[src/rtl/pgs_pkg.sv]
`timescale 1ns/1ps
package pgs_pkg;
    typedef enum logic [4:0] {
        ST_IDLE,
        ST_DN_SLEEP,
        ST_DN_SETTLE_A,
        ST_DN_MEM,
        ST_DN_SETTLE_B,
        ST_DN_ISO,
        ST_DN_HOLD,
        ST_DN_CLK,
        ST_UP_SLEEP,
        ST_UP_SETTLE_A,
        ST_UP_MEM,
        ST_UP_SETTLE_B,
        ST_UP_RST_ON,
        ST_UP_ISO,
        ST_UP_RST_OFF,
        ST_UP_CLK,
        ST_ACK
    } pgs_state_e;
endpackage

[src/rtl/pgs_timer.sv]
`timescale 1ns/1ps
// Down-counter of reference ticks; a load wins over a tick in the same cycle.
module pgs_timer #(
    parameter int CNT_W = 8
) (
    input  logic             clk,
    input  logic             rst_n,
    input  logic             load,
    input  logic [CNT_W-1:0] load_val,
    input  logic             tick,
    output logic             expired
);
    logic [CNT_W-1:0] cnt_q;

    always_ff @(posedge clk or negedge rst_n) begin
        if (!rst_n) begin
            cnt_q <= '0;
        end else if (load) begin
            cnt_q <= load_val;
        end else if (tick && (cnt_q != '0)) begin
            cnt_q <= cnt_q - 1'b1;
        end
    end

    assign expired = (cnt_q == '0);
endmodule

[src/rtl/pgs_memfield.sv]
`timescale 1ns/1ps
// Fans one bank-off level out to every memory power-down field.
module pgs_memfield #(
    parameter int NUM_BANKS = 4,
    parameter int BANK_W    = 2,
    localparam int MEM_W    = NUM_BANKS * BANK_W
) (
    input  logic             banks_off,
    output logic [MEM_W-1:0] fields
);
    for (genvar b = 0; b < NUM_BANKS; b++) begin : g_bank
        assign fields[b*BANK_W +: BANK_W] = {BANK_W{banks_off}};
    end
endmodule

[src/rtl/pwr_gate_seq.sv]
`timescale 1ns/1ps
module pwr_gate_seq #(
    parameter int NUM_BANKS  = 4,
    parameter int BANK_W     = 2,
    parameter int SHORT_WAIT = 20,
    parameter int LONG_WAIT  = 20000,
    parameter bit HAS_SWITCH = 1'b1,
    parameter bit HAS_RESET  = 1'b1,
    parameter bit HAS_CLOCK  = 1'b1,
    localparam int MEM_W     = NUM_BANKS * BANK_W,
    localparam int MAX_WAIT  = (LONG_WAIT > SHORT_WAIT) ? LONG_WAIT : SHORT_WAIT,
    localparam int CNT_W     = $clog2(MAX_WAIT + 1)
) (
    input  logic             clk,
    input  logic             rst_n,
    input  logic             tick_us,
    input  logic             req_on,
    input  logic             req_off,
    output logic             ack_o,
    output logic             sleep_o,
    output logic             iso_o,
    output logic [MEM_W-1:0] mem_pd_o,
    output logic             dom_rst_o,
    output logic             clk_en_o,
    output logic             pwr_off_o
);
    import pgs_pkg::*;

    localparam logic [CNT_W-1:0] SHORT_LD = CNT_W'(SHORT_WAIT);
    localparam logic [CNT_W-1:0] LONG_LD  = CNT_W'(LONG_WAIT);

    pgs_state_e       state_q, state_d;
    logic             tmr_load;
    logic [CNT_W-1:0] tmr_val;
    logic             tmr_done;

    logic sleep_q, iso_q, banks_off_q, rst_q, cen_q;

    pgs_timer #(.CNT_W(CNT_W)) u_timer (
        .clk      (clk),
        .rst_n    (rst_n),
        .load     (tmr_load),
        .load_val (tmr_val),
        .tick     (tick_us),
        .expired  (tmr_done)
    );

    pgs_memfield #(.NUM_BANKS(NUM_BANKS), .BANK_W(BANK_W)) u_memfield (
        .banks_off (banks_off_q),
        .fields    (mem_pd_o)
    );

    // State register
    always_ff @(posedge clk or negedge rst_n) begin
        if (!rst_n) state_q <= ST_IDLE;
        else        state_q <= state_d;
    end

    // Next state and timer loads
    always_comb begin
        state_d  = state_q;
        tmr_load = 1'b0;
        tmr_val  = SHORT_LD;
        unique case (state_q)
            ST_IDLE: begin
                if (req_off)     state_d = ST_DN_SLEEP;
                else if (req_on) state_d = ST_UP_SLEEP;
            end
            ST_DN_SLEEP: begin
                tmr_load = 1'b1;
                state_d  = ST_DN_SETTLE_A;
            end
            ST_DN_SETTLE_A: if (tmr_done) state_d = ST_DN_MEM;
            ST_DN_MEM: begin
                tmr_load = 1'b1;
                state_d  = ST_DN_SETTLE_B;
            end
            ST_DN_SETTLE_B: if (tmr_done) state_d = ST_DN_ISO;
            ST_DN_ISO: begin
                if (HAS_CLOCK) begin
                    tmr_load = 1'b1;
                    tmr_val  = LONG_LD;
                    state_d  = ST_DN_HOLD;
                end else begin
                    state_d  = ST_ACK;
                end
            end
            ST_DN_HOLD: if (tmr_done) state_d = ST_DN_CLK;
            ST_DN_CLK:  state_d = ST_ACK;
            ST_UP_SLEEP: begin
                tmr_load = 1'b1;
                state_d  = ST_UP_SETTLE_A;
            end
            ST_UP_SETTLE_A: if (tmr_done) state_d = ST_UP_MEM;
            ST_UP_MEM: begin
                tmr_load = 1'b1;
                state_d  = ST_UP_SETTLE_B;
            end
            ST_UP_SETTLE_B: begin
                if (tmr_done) state_d = HAS_RESET ? ST_UP_RST_ON : ST_UP_ISO;
            end
            ST_UP_RST_ON: state_d = ST_UP_ISO;
            ST_UP_ISO: begin
                if (HAS_RESET)      state_d = ST_UP_RST_OFF;
                else if (HAS_CLOCK) state_d = ST_UP_CLK;
                else                state_d = ST_ACK;
            end
            ST_UP_RST_OFF: state_d = HAS_CLOCK ? ST_UP_CLK : ST_ACK;
            ST_UP_CLK:     state_d = ST_ACK;
            ST_ACK:        state_d = ST_IDLE;
            default:       state_d = ST_IDLE;
        endcase
    end

    // Control outputs, each step changing its line as the state is left
    always_ff @(posedge clk or negedge rst_n) begin
        if (!rst_n) begin
            sleep_q     <= 1'b1;
            iso_q       <= 1'b1;
            banks_off_q <= 1'b1;
            rst_q       <= 1'b1;
            cen_q       <= 1'b0;
        end else begin
            unique case (state_q)
                ST_DN_SLEEP:   if (HAS_SWITCH) sleep_q <= 1'b1;
                ST_DN_MEM:     banks_off_q <= 1'b1;
                ST_DN_ISO:     if (HAS_SWITCH) iso_q <= 1'b1;
                ST_DN_CLK:     if (HAS_CLOCK) cen_q <= 1'b0;
                ST_UP_SLEEP:   if (HAS_SWITCH) sleep_q <= 1'b0;
                ST_UP_MEM:     banks_off_q <= 1'b0;
                ST_UP_RST_ON:  if (HAS_RESET) rst_q <= 1'b1;
                ST_UP_ISO:     if (HAS_SWITCH) iso_q <= 1'b0;
                ST_UP_RST_OFF: if (HAS_RESET) rst_q <= 1'b0;
                ST_UP_CLK:     if (HAS_CLOCK) cen_q <= 1'b1;
                default: ;
            endcase
        end
    end

    assign ack_o     = (state_q == ST_ACK);
    assign sleep_o   = sleep_q;
    assign iso_o     = iso_q;
    assign dom_rst_o = rst_q;
    assign clk_en_o  = cen_q;
    assign pwr_off_o = sleep_q;
endmodule

[config.mk]
export PLATFORM = sky130hd
export DESIGN_NAME = pwr_gate_seq
export DESIGN_NICKNAME = d
export VERILOG_FILES = /design/src/rtl/pgs_pkg.sv /design/src/rtl/pgs_timer.sv /design/src/rtl/pgs_memfield.sv /design/src/rtl/pwr_gate_seq.sv
export SDC_FILE = /design/constraint.sdc
export NUM_CORES = 1
export LEC_CHECK = 0
export ABC_AREA = 0
export ABC_CLOCK_PERIOD_IN_PS = 2800
export BUFFER_PORTS_ARGS = -buffer_cell sky130_fd_sc_hd__buf_2
export CORE_AREA = 10 10 66 68
export DETAILED_ROUTE_END_ITERATION = 10
export DIE_AREA = 0 0 76 78
export PLACE_DENSITY = 0.81
export SYNTH_ARGS = -nofsm -noshare
export SYNTH_HDL_FRONTEND = slang
export SYNTH_SLANG_ARGS = --single-unit
[constraint.sdc]
create_clock -name clk -period 2.8 [get_ports clk]
set_input_delay 0.28 -clock clk [delete_from_list [all_inputs] [get_ports clk]]
set_output_delay 0.28 -clock clk [all_outputs]
set_load 0.02 [all_outputs]
Word level (Yosys, flattened, before mapping)
Index checks and enable logic that the tools add are counted.

word-level totals
  register bits = 25
  bits of input ports = 5
  output and inout port bits = 14
  word-level logic and storage cells = 60

cells by class
  add/sub/neg operators = 1
  equality and inequality tests = 22
  multiplexer cells = 17
  reduce and logical (&&, ||, !) cells = 13

operators with widths
  cell                   number
  $pmux 5 s15            1
  $mux 15                3
  $eq 5x4->1 const B     8
  $mux 5                 7
  $eq 5x3->1 const B     4
  $logic_not 15->1       1
  $reduce_bool 15->1     1
  $sub 15x1->15 const B  1
  $reduce_bool 2->1      6
  $eq 5x2->1 const B     2
  $ne 2x2->1 const B     5
  $pmux 1 s2             5
  $reduce_and 6->1       1
  $eq 5x1->1 const B     1
  $eq 5x5->1 const B     1
  $logic_not 5->1        1
  $reduce_or 5->1        1
  $ne 3x3->1 const B     1
  $reduce_or 2->1        1
  $logic_and 1x1->1      1
  $mux 1                 1

Depth between registers and ports, before layout
  depth after elaboration = 4
  depth in mapped cells = 8

Modules after synthesis
A second synthesis with hierarchy kept.

second synthesis, totals
  cells, all modules = 189
  area, all modules = 1640.3 um^2

by module, submodules not included
  module        instances  cells an instance  area each (um^2)
  pgs_timer     1          113                948.4
  pwr_gate_seq  1          68                 631.9
  pgs_memfield  1          8                  60.1

Worst setup path after synthesis
Ideal clock, no wire load.

  kind = register to register
  start = reg u_timer.cnt_q[0]
  end = reg state_q[3]
  library setup time = 0.127 ns
  arrival = 1.810 ns
  required time = 2.673 ns
  slack = 0.862 ns
  stages on the path, launching flop included = 8
  period minus slack after synthesis = 1.938 ns
  cell sequence = dfrtp_1 inv_1 ha_1 nor4b_1 and4_1 buf_2 o31ai_1 mux2_1

between the ends
  cells in the longest elaborated chain, start to end = 3

RTL lines
  item                                   RTL line            text
  start: declaration                     pgs_timer.sv:13     logic [CNT_W-1:0] cnt_q;
  start signal: assignment               pgs_timer.sv:19     cnt_q <= load_val;
  start signal: assignment               pgs_timer.sv:21     cnt_q <= cnt_q - 1'b1;
  $logic_not 15->1 (*)                   pgs_timer.sv:25     assign expired = (cnt_q == '0);
  $ne 2x2->1 (no source line)            --
  $reduce_and 6->1 (no source line) (*)  --
  end signal: assignment                 pwr_gate_seq.sv:56  else state_q <= state_d;
  end: declaration                       pwr_gate_seq.sv:32  pgs_state_e state_q, state_d;

Every way passes the cells marked *; elsewhere a longest branch is shown, timed or not.
A chain may end at the register's enable or synchronous reset.

Worst setup path after layout
Same ends and word-level chain as after synthesis.

==> metrics.md <==
| Metric | Value |
|---|---|
| RSZ-0062 raised after global routing | `no` |
| Yosys warns | `0` |
| Synth Area in Compound Gates | `0.1820` |
| Inst Count DP | `227` |
| Max Clk Rate | `424.1 MHz` |
| Power per Cell Area | `1178 mW/mm²` |
| Synth cell types | `46` |
| Input/output buffers | `18` |
| Post-placement worst setup slack | `0.4833 ns` |
| Synth Area in Simple Gates | `0.2799` |
| Num ports | `19` |
| Outcome | `finished clean` |
| Residual DRC count | `0` |
| Syn Std Cell Area | `0.001609 mm²` |
| Tightest hold margin | `0.2792 ns` |
| WL final | `3584 µm` |
| CP Cell Sequence | `inv_1 > ha_1 > nor4b_1 > and4_1 > o31ai_1 > mux2_1` |
| Clk root buf | `clkbuf_4` |
| Most common cell after layout, fill and taps aside | `dfrtp_1` |
| Via count | `1403` |
| Area of the multi-input gates | `838.3 µm²` |
| Final Max Slew Viols | `0` |
| Pleak | `0.7048 nW` |
| Area Overhead vs Synth | `5.599%` |
| Crit. End Element | `flip-flop` |
| EDFF count, synth | `0` |
| Mapped Avg Cell Area | `8.939 µm²` |
| Stages on worst setup path | `6` |
| FF-to-FF setup slack | `0.44 ns` |
| Synth async-reset ratio | `1.000` |
| Buf+Inv Stages, Crit Path | `1` |
| Inserted Diodes | `0` |
| Initial antenna violation count | `0` |
| Initial Util | `0.5061` |
| CP top delay family | `simple AND/OR/NAND/NOR gates` |
| Max stage delay cell, worst path | `and4_1` |
| Final setup fails | `0` |
| First-pass GRT wire length | `6223 µm` |
| Slew HR | `0.5973` |
| Fillers | `291` |
| Synth Flop Type | `dfrtp_1` |
| Crit Path Max Fanout | `19` |
| Crit path largest cell delay | `0.65 ns` |
| Post-Synth XOR/XNOR Area | `0.005443` |
| Reg clk slew, reported paths | `0.14 ns` |
| 1st-iter DRT viols | `123` |
| Overall Global Routing Usage | `0.1225` |
| Syn Nets | `186` |
| Post_cts resized | `0` |
| Sum Neg Setup Slack | `0 ns` |
| Worst slew pin tran | `0.6041 ns` |
| Clock Skew | `0.01145 ns` |
| Post-synthesis mux area share | `0.04588` |
| Layout Cells excl Fill | `232` |
| GR Overflow Total | `0` |
| Deepest clock path buffer count | `2` |
| Die Y | `78 µm` |
| Fin nets | `193` |
| Worst Hold Class | `input pin to flip-flop` |
| TritonRoute pass-1 iters | `4` |
| Die W | `76 µm` |
| Overall Power | `0.002001 W` |
| FF+latch count, synth | `25` |
| Via density | `6.047` |
| # H-tree levels | `1` |
| Min cycle time layout | `2.358 ns` |
| Vias in the first global route | `1306` |
| Syn Inst Count | `180` |
| Critical setup path kind | `flip-flop to flip-flop` |
| Maximum capacitance violations | `0` |
| Pin count of the biggest net entering global routing | `26` |
| HPWL after detailed placement | `2531 µm` |
| Post-synthesis sequential area ratio | `0.3919` |
| CTS sink cnt | `25` |
| Share of cells above drive strength 1 | `0.1828` |
| Most frequent cells in the layout | `21 x dfrtp_1, 18 x buf_2, 14 x nand2_1` |
| Num CTS Buffers | `3` |
| Fin. Hold Viols | `0` |
| Placer congestion estimate | `0.9206` |
| Site Rows | `21` |
| Clk_lat worst skew | `0.33 ns` |
| Critical Path Source Type | `flip-flop` |
| Worst EP arrival | `2.59 ns` |
| Post-route clock period utilization | `0.8421` |
| CTS tree | `built` |
| Synth Area in Adders | `0.007776` |
| ANT nets after route | `0` |
| Die area | `0.005928 mm²` |
| Max VDD drop | `679.8 µV` |
| Register area | `630.6 µm²` |
| Largest family of logic cells by synthesized area | `simple AND/OR/NAND/NOR gates` |
| Hold path cells | `3` |
| Req. time, crit path | `3.03 ns` |
| Register-to-Register Path Depth | `6` |
| Setup WS post-layout | `0.4421 ns` |
| Core footprint | `0.003179 mm²` |
| Routed len/inst | `15.45 µm` |
==> path summary, 6_finish.rpt <==
kind                                                   start                            to
worst max-delay path            u_timer.cnt_q[0]$_DFFE_PN0P_        state_q[3]$_DFFE_PN0P_
worst min-delay path                                 req_off        state_q[0]$_DFFE_PN0P_
worst max register to register  u_timer.cnt_q[0]$_DFFE_PN0P_        state_q[3]$_DFFE_PN0P_
worst min register to register             iso_o$_DFFE_PN1P_             iso_o$_DFFE_PN1P_
max in group asynchronous                              rst_n             iso_o$_DFFE_PN1P_
min in group asynchronous                              rst_n  u_timer.cnt_q[6]$_DFFE_PN0P_
==> metal layers <==
layer  share of wire  vias to the layer above  track usage
met5               0                        -            0
met4           0.015                        0      0.04167
met3           0.069                        8      0.03341
met2            0.48                       54       0.2024
met1            0.44                      663       0.1501
li1                -                      678            -
==> synth_stat cells, types with 2 or more instances <==
cell type / count / area, µm²
nand3_1: 3 / 15.01
mux2_2: 2 / 22.52
or4_1: 5 / 37.54
or3_1: 6 / 37.54
and4_1: 2 / 17.52
nand2b_1: 4 / 25.02
dfstp_2: 4 / 105.1
clkbuf_1: 6 / 22.52
a21oi_1: 9 / 45.04
o41ai_1: 2 / 17.52
inv_1: 6 / 22.52
buf_4: 10 / 75.07
nor3_1: 9 / 45.04
dfrtp_1: 21 / 525.5
nor2_1: 9 / 33.78
o21ai_1: 2 / 10.01
a32o_1: 2 / 20.02
o211a_1: 2 / 20.02
nor4_1: 5 / 31.28
mux2i_1: 4 / 40.04
o31a_1: 2 / 17.52
nand4_1: 7 / 43.79
o21bai_1: 2 / 15.01
nor4b_1: 3 / 26.28
a211oi_1: 6 / 45.04
o21ai_0: 7 / 35.03
buf_2: 4 / 20.02
o31ai_1: 5 / 37.54
nand2_1: 14 / 52.55
==> kinds of logic after synthesis <==
group | Yosys count
fa+ha+maj | 1
compound gates | 43
flops | 25
xor+xnor | 1
buf+inv | 26
mux | 7
simple gates | 77
==> cell type report <==
type	count	area share
Multi-Input combinational cell	129	0.4934
Sequential cell	25	0.3711
Timing Repair Buffer	22	0.07217
Tap cell	46	0.03387
Clock buffer	3	0.01325
Inverter	6	0.01325
Clock inverter	1	0.002946
==> state kept, by name, summed over array words and instances (netlist names) <==
| name | flops |
|---|---|
| clk_en_o | 1 |
| iso_o | 1 |
| dom_rst_o | 1 |
| pwr_off_o | 1 |
| banks_off_q | 1 |
| state_q | 5 |
| u_timer.cnt_q | 15 |
==> tightest hold or removal path: cells and delay by family <==
kind	cells	cell delay [ns]
compound gates	1	0.08
mux	1	0.12
buf+inv	1	0.10
==> power breakdown <==
group / switching, W / internal, W
sequential: 0.000201 / 0.000518
combinational: 0.000668 / 0.000451
clock: 0.000110 / 0.0000536
total: 0.000978 / 0.00102
==> timing repair <==
action                    CTS  global route
buffers inserted            0             0
hold buffers                1             0
hold endpoints to repair   21             0
==> per-stage QoR <==
| step | instance area [µm²] | util |
|---|---|---|
| final | 1699 | 0.5344 |
| after global routing | 1699 | 0.5344 |
| after CTS | 1699 | 0.5344 |
| after detailed placement | 1662 | 0.5226 |
| after global placement | 1662 | 0.5226 |
| after floorplan | 1609 | - |
No activity file was read; power rests on OpenSTA's default activity.
